**config.mk**
```make
export PLATFORM = sky130hd
export DESIGN_NAME = rmul_top
export DESIGN_NICKNAME = d
export VERILOG_FILES = /design/src/rtl/rmul_pkg.sv /design/src/rtl/rmul_and_cell.sv /design/src/rtl/rmul_adder.sv /design/src/rtl/rmul_node.sv /design/src/rtl/rmul_top.sv
export SDC_FILE = /design/constraint.sdc
export NUM_CORES = 1
export LEC_CHECK = 0
export ABC_AREA = 1
export BUFFER_PORTS_ARGS = -buffer_cell sky130_fd_sc_hd__buf_2
export CAP_MARGIN = 15
export CORE_MARGIN = 3
export CORE_UTILIZATION = 60
export DETAILED_ROUTE_END_ITERATION = 6
export PLACE_DENSITY = 0.79
export SETUP_SLACK_MARGIN = 0.15
export SLEW_MARGIN = 20
export SYNTH_ARGS = -nofsm -noshare
export SYNTH_HDL_FRONTEND = slang
export SYNTH_HIERARCHICAL = 1
export SYNTH_SLANG_ARGS = --single-unit
export TNS_END_PERCENT = 5
```
**constraint.sdc**
```tcl
create_clock -name vclk -period 7.25
set_input_delay 0.3625 -clock vclk [all_inputs]
set_output_delay 0.3625 -clock vclk [all_outputs]
set_load 0.02 [all_outputs]
```
**src/rtl/rmul_pkg.sv**
```systemverilog
package rmul_pkg;

    // True when v is a positive power of two.
    function automatic bit is_pow2(input int v);
        return (v > 0) && ((v & (v - 1)) == 0);
    endfunction

endpackage

```
**src/rtl/rmul_and_cell.sv**
```systemverilog
// Base case of the recursion: a 1x1 product is a single AND gate.
module rmul_and_cell (
    input  logic       x,
    input  logic       y,
    output logic [1:0] p
);
    assign p = {1'b0, x & y};
endmodule

```
**src/rtl/rmul_adder.sv**
```systemverilog
// Unsigned adder; the inputs are zero-extended (or truncated) to the result width.
module rmul_adder #(
    parameter int IW = 4,
    parameter int OW = 5
) (
    input  logic [IW-1:0] a,
    input  logic [IW-1:0] b,
    output logic [OW-1:0] s
);
    assign s = OW'(a) + OW'(b);
endmodule

```
**src/rtl/rmul_node.sv**
```systemverilog
// One level of the halving recursion. Width N splits into two halves of H = N/2.
module rmul_node #(
    parameter int N = 2
) (
    input  logic [N-1:0]   x,
    input  logic [N-1:0]   y,
    output logic [2*N-1:0] p
);
    if (N == 1) begin : g_leaf
        rmul_and_cell u_cell (
            .x (x[0]),
            .y (y[0]),
            .p (p)
        );
    end else begin : g_split
        localparam int H = N / 2;

        logic [N-1:0]   p_ll;
        logic [N-1:0]   p_lh;
        logic [N-1:0]   p_hl;
        logic [N-1:0]   p_hh;
        logic [N:0]     cross_sum;
        logic [2*N-1:0] cross_w;
        logic [2*N-1:0] joined;

        rmul_node #(.N(H)) u_ll (.x(x[H-1:0]), .y(y[H-1:0]), .p(p_ll));
        rmul_node #(.N(H)) u_lh (.x(x[H-1:0]), .y(y[N-1:H]), .p(p_lh));
        rmul_node #(.N(H)) u_hl (.x(x[N-1:H]), .y(y[H-1:0]), .p(p_hl));
        rmul_node #(.N(H)) u_hh (.x(x[N-1:H]), .y(y[N-1:H]), .p(p_hh));

        // The high*high and low*low products occupy disjoint ranges.
        assign joined = {p_hh, p_ll};

        // Adder one: sum of the two mixed products, one carry bit kept.
        rmul_adder #(.IW(N), .OW(N + 1)) u_xsum (
            .a (p_lh),
            .b (p_hl),
            .s (cross_sum)
        );

        assign cross_w = {{(N - 1){1'b0}}, cross_sum} << H;

        // Adder two: align the mixed sum at weight 2^H and add it to the joined word.
        rmul_adder #(.IW(2 * N), .OW(2 * N)) u_fsum (
            .a (joined),
            .b (cross_w),
            .s (p)
        );
    end
endmodule

```
**src/rtl/rmul_top.sv**
```systemverilog
module rmul_top #(
    parameter int OPW = 16
) (
    input  logic [OPW-1:0]   op_a,
    input  logic [OPW-1:0]   op_b,
    output logic [2*OPW-1:0] prod
);
    if (!rmul_pkg::is_pow2(OPW)) begin : g_bad_width
        $error("rmul_top: OPW must be a power of two");
    end

    rmul_node #(.N(OPW)) u_root (
        .x (op_a),
        .y (op_b),
        .p (prod)
    );
endmodule

```
==> results of run 1 <==
[timing repair]
item                       4_1_cts  5_1_grt
setup endpoints to repair       18       20
pin swaps                       10      196
buffers inserted                 0       25
gates resized for setup        105      481
cloned                           0        0
[cells in the mapped netlist (all sizes together)]
cell type | count | area, um^2
a211oi | 1 | 7.51
xor2 | 112 | 981
a21oi | 132 | 687
or2 | 113 | 729
inv | 1398 | 5250
clkinv | 16 | 60.1
and2 | 5 | 43.8
o21ai | 16 | 80.1
nand2 | 1941 | 7490
conb | 341 | 1280
nand4 | 8 | 50.1
ha | 571 | 7140
buf | 256 | 1920
xnor2 | 99 | 1170
a21o | 1 | 7.51
o21bai | 2 | 15.0
nand3b | 34 | 305
nand3 | 282 | 1470
nor2 | 230 | 881
fa | 170 | 3400
nor3 | 20 | 185
[cells in the final DEF (no fill, tap or decap), types with 50 or more instances in the layout]
| master | netlist | layout |
|---|---|---|
| a21oi_2 | 7 | 50 |
| ha_4 | 0 | 77 |
| xor2_1 | 112 | 108 |
| nand2_2 | 81 | 197 |
| nand3_1 | 270 | 247 |
| buf_4 | 256 | 162 |
| inv_1 | 1378 | 1339 |
| inv_2 | 20 | 59 |
| nor2_1 | 223 | 200 |
| conb_1 | 341 | 432 |
| nand2_1 | 1860 | 1720 |
| xnor2_1 | 83 | 75 |
| fa_1 | 170 | 170 |
| a21oi_1 | 125 | 77 |
| ha_1 | 571 | 483 |
| or2_1 | 103 | 96 |
[through the flow]
stage / worst slack (ns) / util (%) / instances / hold slack, ns / cell area, um^2
floorplan: 0.452 / - / 5839 / 1.39 / 33500
global placement: -0.322 / 62.6 / 6501 / 2.00 / 34000
detailed placement: -0.437 / 62.6 / 6501 / 2.00 / 34000
CTS: 0.129 / 63.7 / 6501 / 2.02 / 34600
global route: -0.217 / 67.6 / 6527 / 2.02 / 36700
finish: 0.174 / 67.6 / 6527 / 1.92 / 36700
[final cells by class]
type	count	area [um^2]	share of cell area, %
antenna	1	2.50	0.00682
multi-input combinational	4169	28300	77.3
tap	696	871	2.37
inverter	1414	5320	14.5
timing repair buffer	247	2150	5.87
[final timing paths]
path,cells past startpoint,endpoint,slack [ns],startpoint
max,55,prod[28],0.17,op_b[0]
min,10,prod[0],1.92,op_a[0]
[per-layer routing]
metal | track usage (%) | vias up
li1 | - | 16200
met1 | 31.5 | 13300
met2 | 42.7 | 519
met3 | 1.60 | 96
met4 | 5.43 | 2
met5 | 0 | -
[logic make-up after synthesis]
| family | Yosys count |
|---|---|
| AO/OA/AOI/OAI | 152 |
| XOR/XNOR | 211 |
| adder cells (fa/ha/maj) | 741 |
| buffers and inverters | 1670 |
| other | 341 |
| AND/OR/NAND/NOR | 2633 |
[worst max-delay path, delay by kind of cell]
family | cells | cell delay, ns
and+or+nand+nor | 33 | 2.80
buffers and inverters | 11 | 0.81
adders and majority gates | 9 | 2.51
AOI/OAI and AO/OA | 2 | 0.26
==> metrics.yaml, run 1 <==
synth_xor_area_share_pct: 6.48
ios: 64
cap_violations: 0
synth_compound_area_share_pct: 2.40
status: "completed"
num_vias: 30100
gr-total-overflow: 0
required_ns: 6.89
hold_viol_final: 0
n_fill_cell: 4748
worstPathMaxFanout: 4
antenna_left: 0
max_stage_delay_ns: 0.47
syn_area_per_cell_um2: 5.77
layout.nets: 6605
yosysWarnings: 6
syn-cell-area_mm2: 0.0332
core.rowCount: 85
rsz0062_at_grt: "yes"
io_buffers: 64
cts_hold_buf: 0
dr.first_iter.drc_count: 1563
synth_top_family_by_area: "simple AND/OR/NAND/NOR gates"
crit_type: "in -> out"
die_area_mm2: 0.0581
final-setup-viol-count: 0
syn2layout_area_growth_pct: 10.6
wirelength_um: 73000
synth_cells: 5748
tns_ns: 0
post_drt_wl_per_cell_um: 11.2
slew_viol_final: 0
crit_slowest_cell: "fa_1"
dieWidth_um: 241
hpwl_um: 60600
crit_arrival_ns: 6.71
crit_path_end_kind: "output pin"
clock_buffer_count: 0
fp.dieH_um: 241
grt_pass1_wl_um: 117000
register_area_um2: 0
worst_hold_path_type: "in -> out"
remaining_drc_errors: 0
globalplace.congestion: 0.947
synthAdderAreaFrac_pct: 31.8
route.met2.wl_um: 34800
grt_pass1_vias: 26900
gr-usage-all-layers_pct: 23.9
wl_met1_um: 32700
core-area_mm2: 0.0542
synthSimpleGateAreaFrac_pct: 33.6
top_layer: "met5"
seq_cells: 0
ys_seq_area_share_pct: 0
drtPass1Iterations: 6
synth.distinct_cells: 31
wl_met3_um: 3490
max_freq_mhz: 141
vias_per_cell: 4.61
fin_crit_ns: 7.08
muxShareOfSynthArea_pct: 0
cp-start-kind: "primary input"
drive_gt1_share_pct: 13.9
antenna_found_initial: 2
cp_common_cell: "nand2_2"
grt_max_degree: 16
fin_crit_sh_pct: 97.6
initial_core_util_pct: 61.1
Power of run 1 is left out: the tool's default activity adds up to more than one toggle a clock period on the data nets, which glitch-free logic cannot reach.
==> run 2: changes to the inputs <==
CORE_UTILIZATION = 45   (was 60)
PLACE_DENSITY = 0.62   (was 0.79)
==> metrics.yaml, run 2 (synthesis gave the netlist of run 1 again) <==
crit_slowest_cell: "fa_1"
drive_gt1_share_pct: 12.4  # -1.5 points
hold_viol_final: 0  # unchanged
drtPass1Iterations: 5  # -1
register_area_um2: 0  # unchanged
fin_crit_sh_pct: 97.5  # -0.11 points
crit_type: "in -> out"
final_common_cell: "nand2_1"
vias_per_cell: 4.30  # -6.9%
multi_input_area_mm2: 0.0279  # -1.4%
worst_hold_path_type: "in -> out"
status: "completed"
fin_util_pct: 50.6  # -17 points
num_vias: 29200  # -3.2%
worstPathMaxFanout: 4  # unchanged
cts_hold_buf: 0  # unchanged
ios: 64  # unchanged
cap_violations: 0  # unchanged
core-area_mm2: 0.0722  # +33%
cp-start-kind: "primary input"
cp_common_cell: "nand2_1"
remaining_drc_errors: 0  # unchanged
grt_max_degree: 16  # unchanged
syn2layout_area_growth_pct: 10.2
slew_viol_final: 0  # unchanged
seq_cells: 0  # unchanged
min_path_cells: 10  # unchanged
dr.first_iter.drc_count: 1142  # -27%
antenna_found_initial: 0  # -2
layout.nets: 6615  # +0.15%
fin_crit_ns: 7.07  # -0.00773 ns
clock_buffer_count: 0  # unchanged
critical-path-top-delay-family: "simple AND/OR/NAND/NOR gates"
most-common-layout-cells: "nand2_1 (1765), inv_1 (1362), ha_1 (492)"
dieWidth_um: 277  # +15%
grt_pass1_vias: 26500  # -1.6%
globalplace.congestion: 0.885  # -6.5%
n_antenna_cell: 0  # -1
hpwl_um: 62400  # +3.0%
grt_pass1_wl_um: 119000  # +1.8%
grt_util_met3_pct: 1.04  # -0.56 points
initial_core_util_pct: 45.9  # -15 points
final-setup-viol-count: 0  # unchanged
wirelength_um: 71400  # -2.2%
fp.dieH_um: 277  # +15%
post_drt_wl_per_cell_um: 10.5  # -6.0%
max_freq_mhz: 141  # +0.11%
gr-usage-all-layers_pct: 18.1  # -5.8 points
grt-busiest-layer: "met2"
antenna_left: 0  # unchanged
grt_util_met2_pct: 31.8  # -11 points
gr-total-overflow: 0  # unchanged
rsz0062_at_grt: "yes"
max_stage_delay_ns: 0.46  # about the same
io_buffers: 64  # unchanged
crit_arrival_ns: 6.71  # about the same
grt_use_met1_pct: 24.8  # -6.8 points
path_depth: 54  # -1.8%
path_buf_inv: 9  # -2
core.rowCount: 98  # +15%
n_fill_cell: 7513  # +58%
crit_path_end_kind: "output pin"
die_area_mm2: 0.0770  # +32%
required_ns: 6.89  # about the same
## run 2: changes by cell type in the layout (fill, tap and decap cells not counted), moves of 5 or more
cell,before,now
nand3_1,247,252
ha_4,77,70
buf_4,162,172
ha_1,483,492
nor2_1,200,206
inv_2,59,39
buf_2,29,43
inv_1,1339,1362
nand2_4,24,16
buf_6,32,23
nand3_2,35,30
nand2_2,197,160
nand2_1,1720,1765
## run 2: timing repair
action                     in CTS  in global routing
setup endpoints to repair      19                 20
cloned                          0                  0
setup buffers                   0                 22
gates resized for setup        47                382
pin swaps                       2                132
## run 2: metrics by stage
stage / TNS, ns / instance area (um^2) / std cells / setup slack, ns / hold WS, ns
after detailed placement: -3.85 / 34400 / 6768 / -0.402 / 1.91
final: 0 / 36500 / 6790 / 0.181 / 1.98
after floorplan: 0 / 33500 / 5839 / 0.452 / 1.39
after CTS: -0.751 / 34700 / 6768 / -0.0983 / 1.93
after global routing: -3.12 / 36500 / 6790 / -0.324 / 2.08
after global placement: -3.18 / 34400 / 6768 / -0.340 / 1.91
## run 2: worst paths after layout
kind                 start       end  slack [ns]
setup / recovery  op_a[14]  prod[25]        0.18
hold / removal     op_a[0]   prod[0]        1.98
## run 2: routing by layer
layer / part of all wire (%) / wire length, um
met1: 49 / 35300
met4: 1.8 / 1300
met3: 2.5 / 1780
met5: 0 / 0
met2: 46 / 33000
## run 2: final cells by class
| class | instances | area share (%) |
|---|---|---|
| Inverter | 1414 | 14.5 |
| Multi-Input combinational cell | 4169 | 76.5 |
| Tap cell | 950 | 3.25 |
| Timing Repair Buffer | 257 | 5.72 |
Power of run 2 is left out for the same reason.
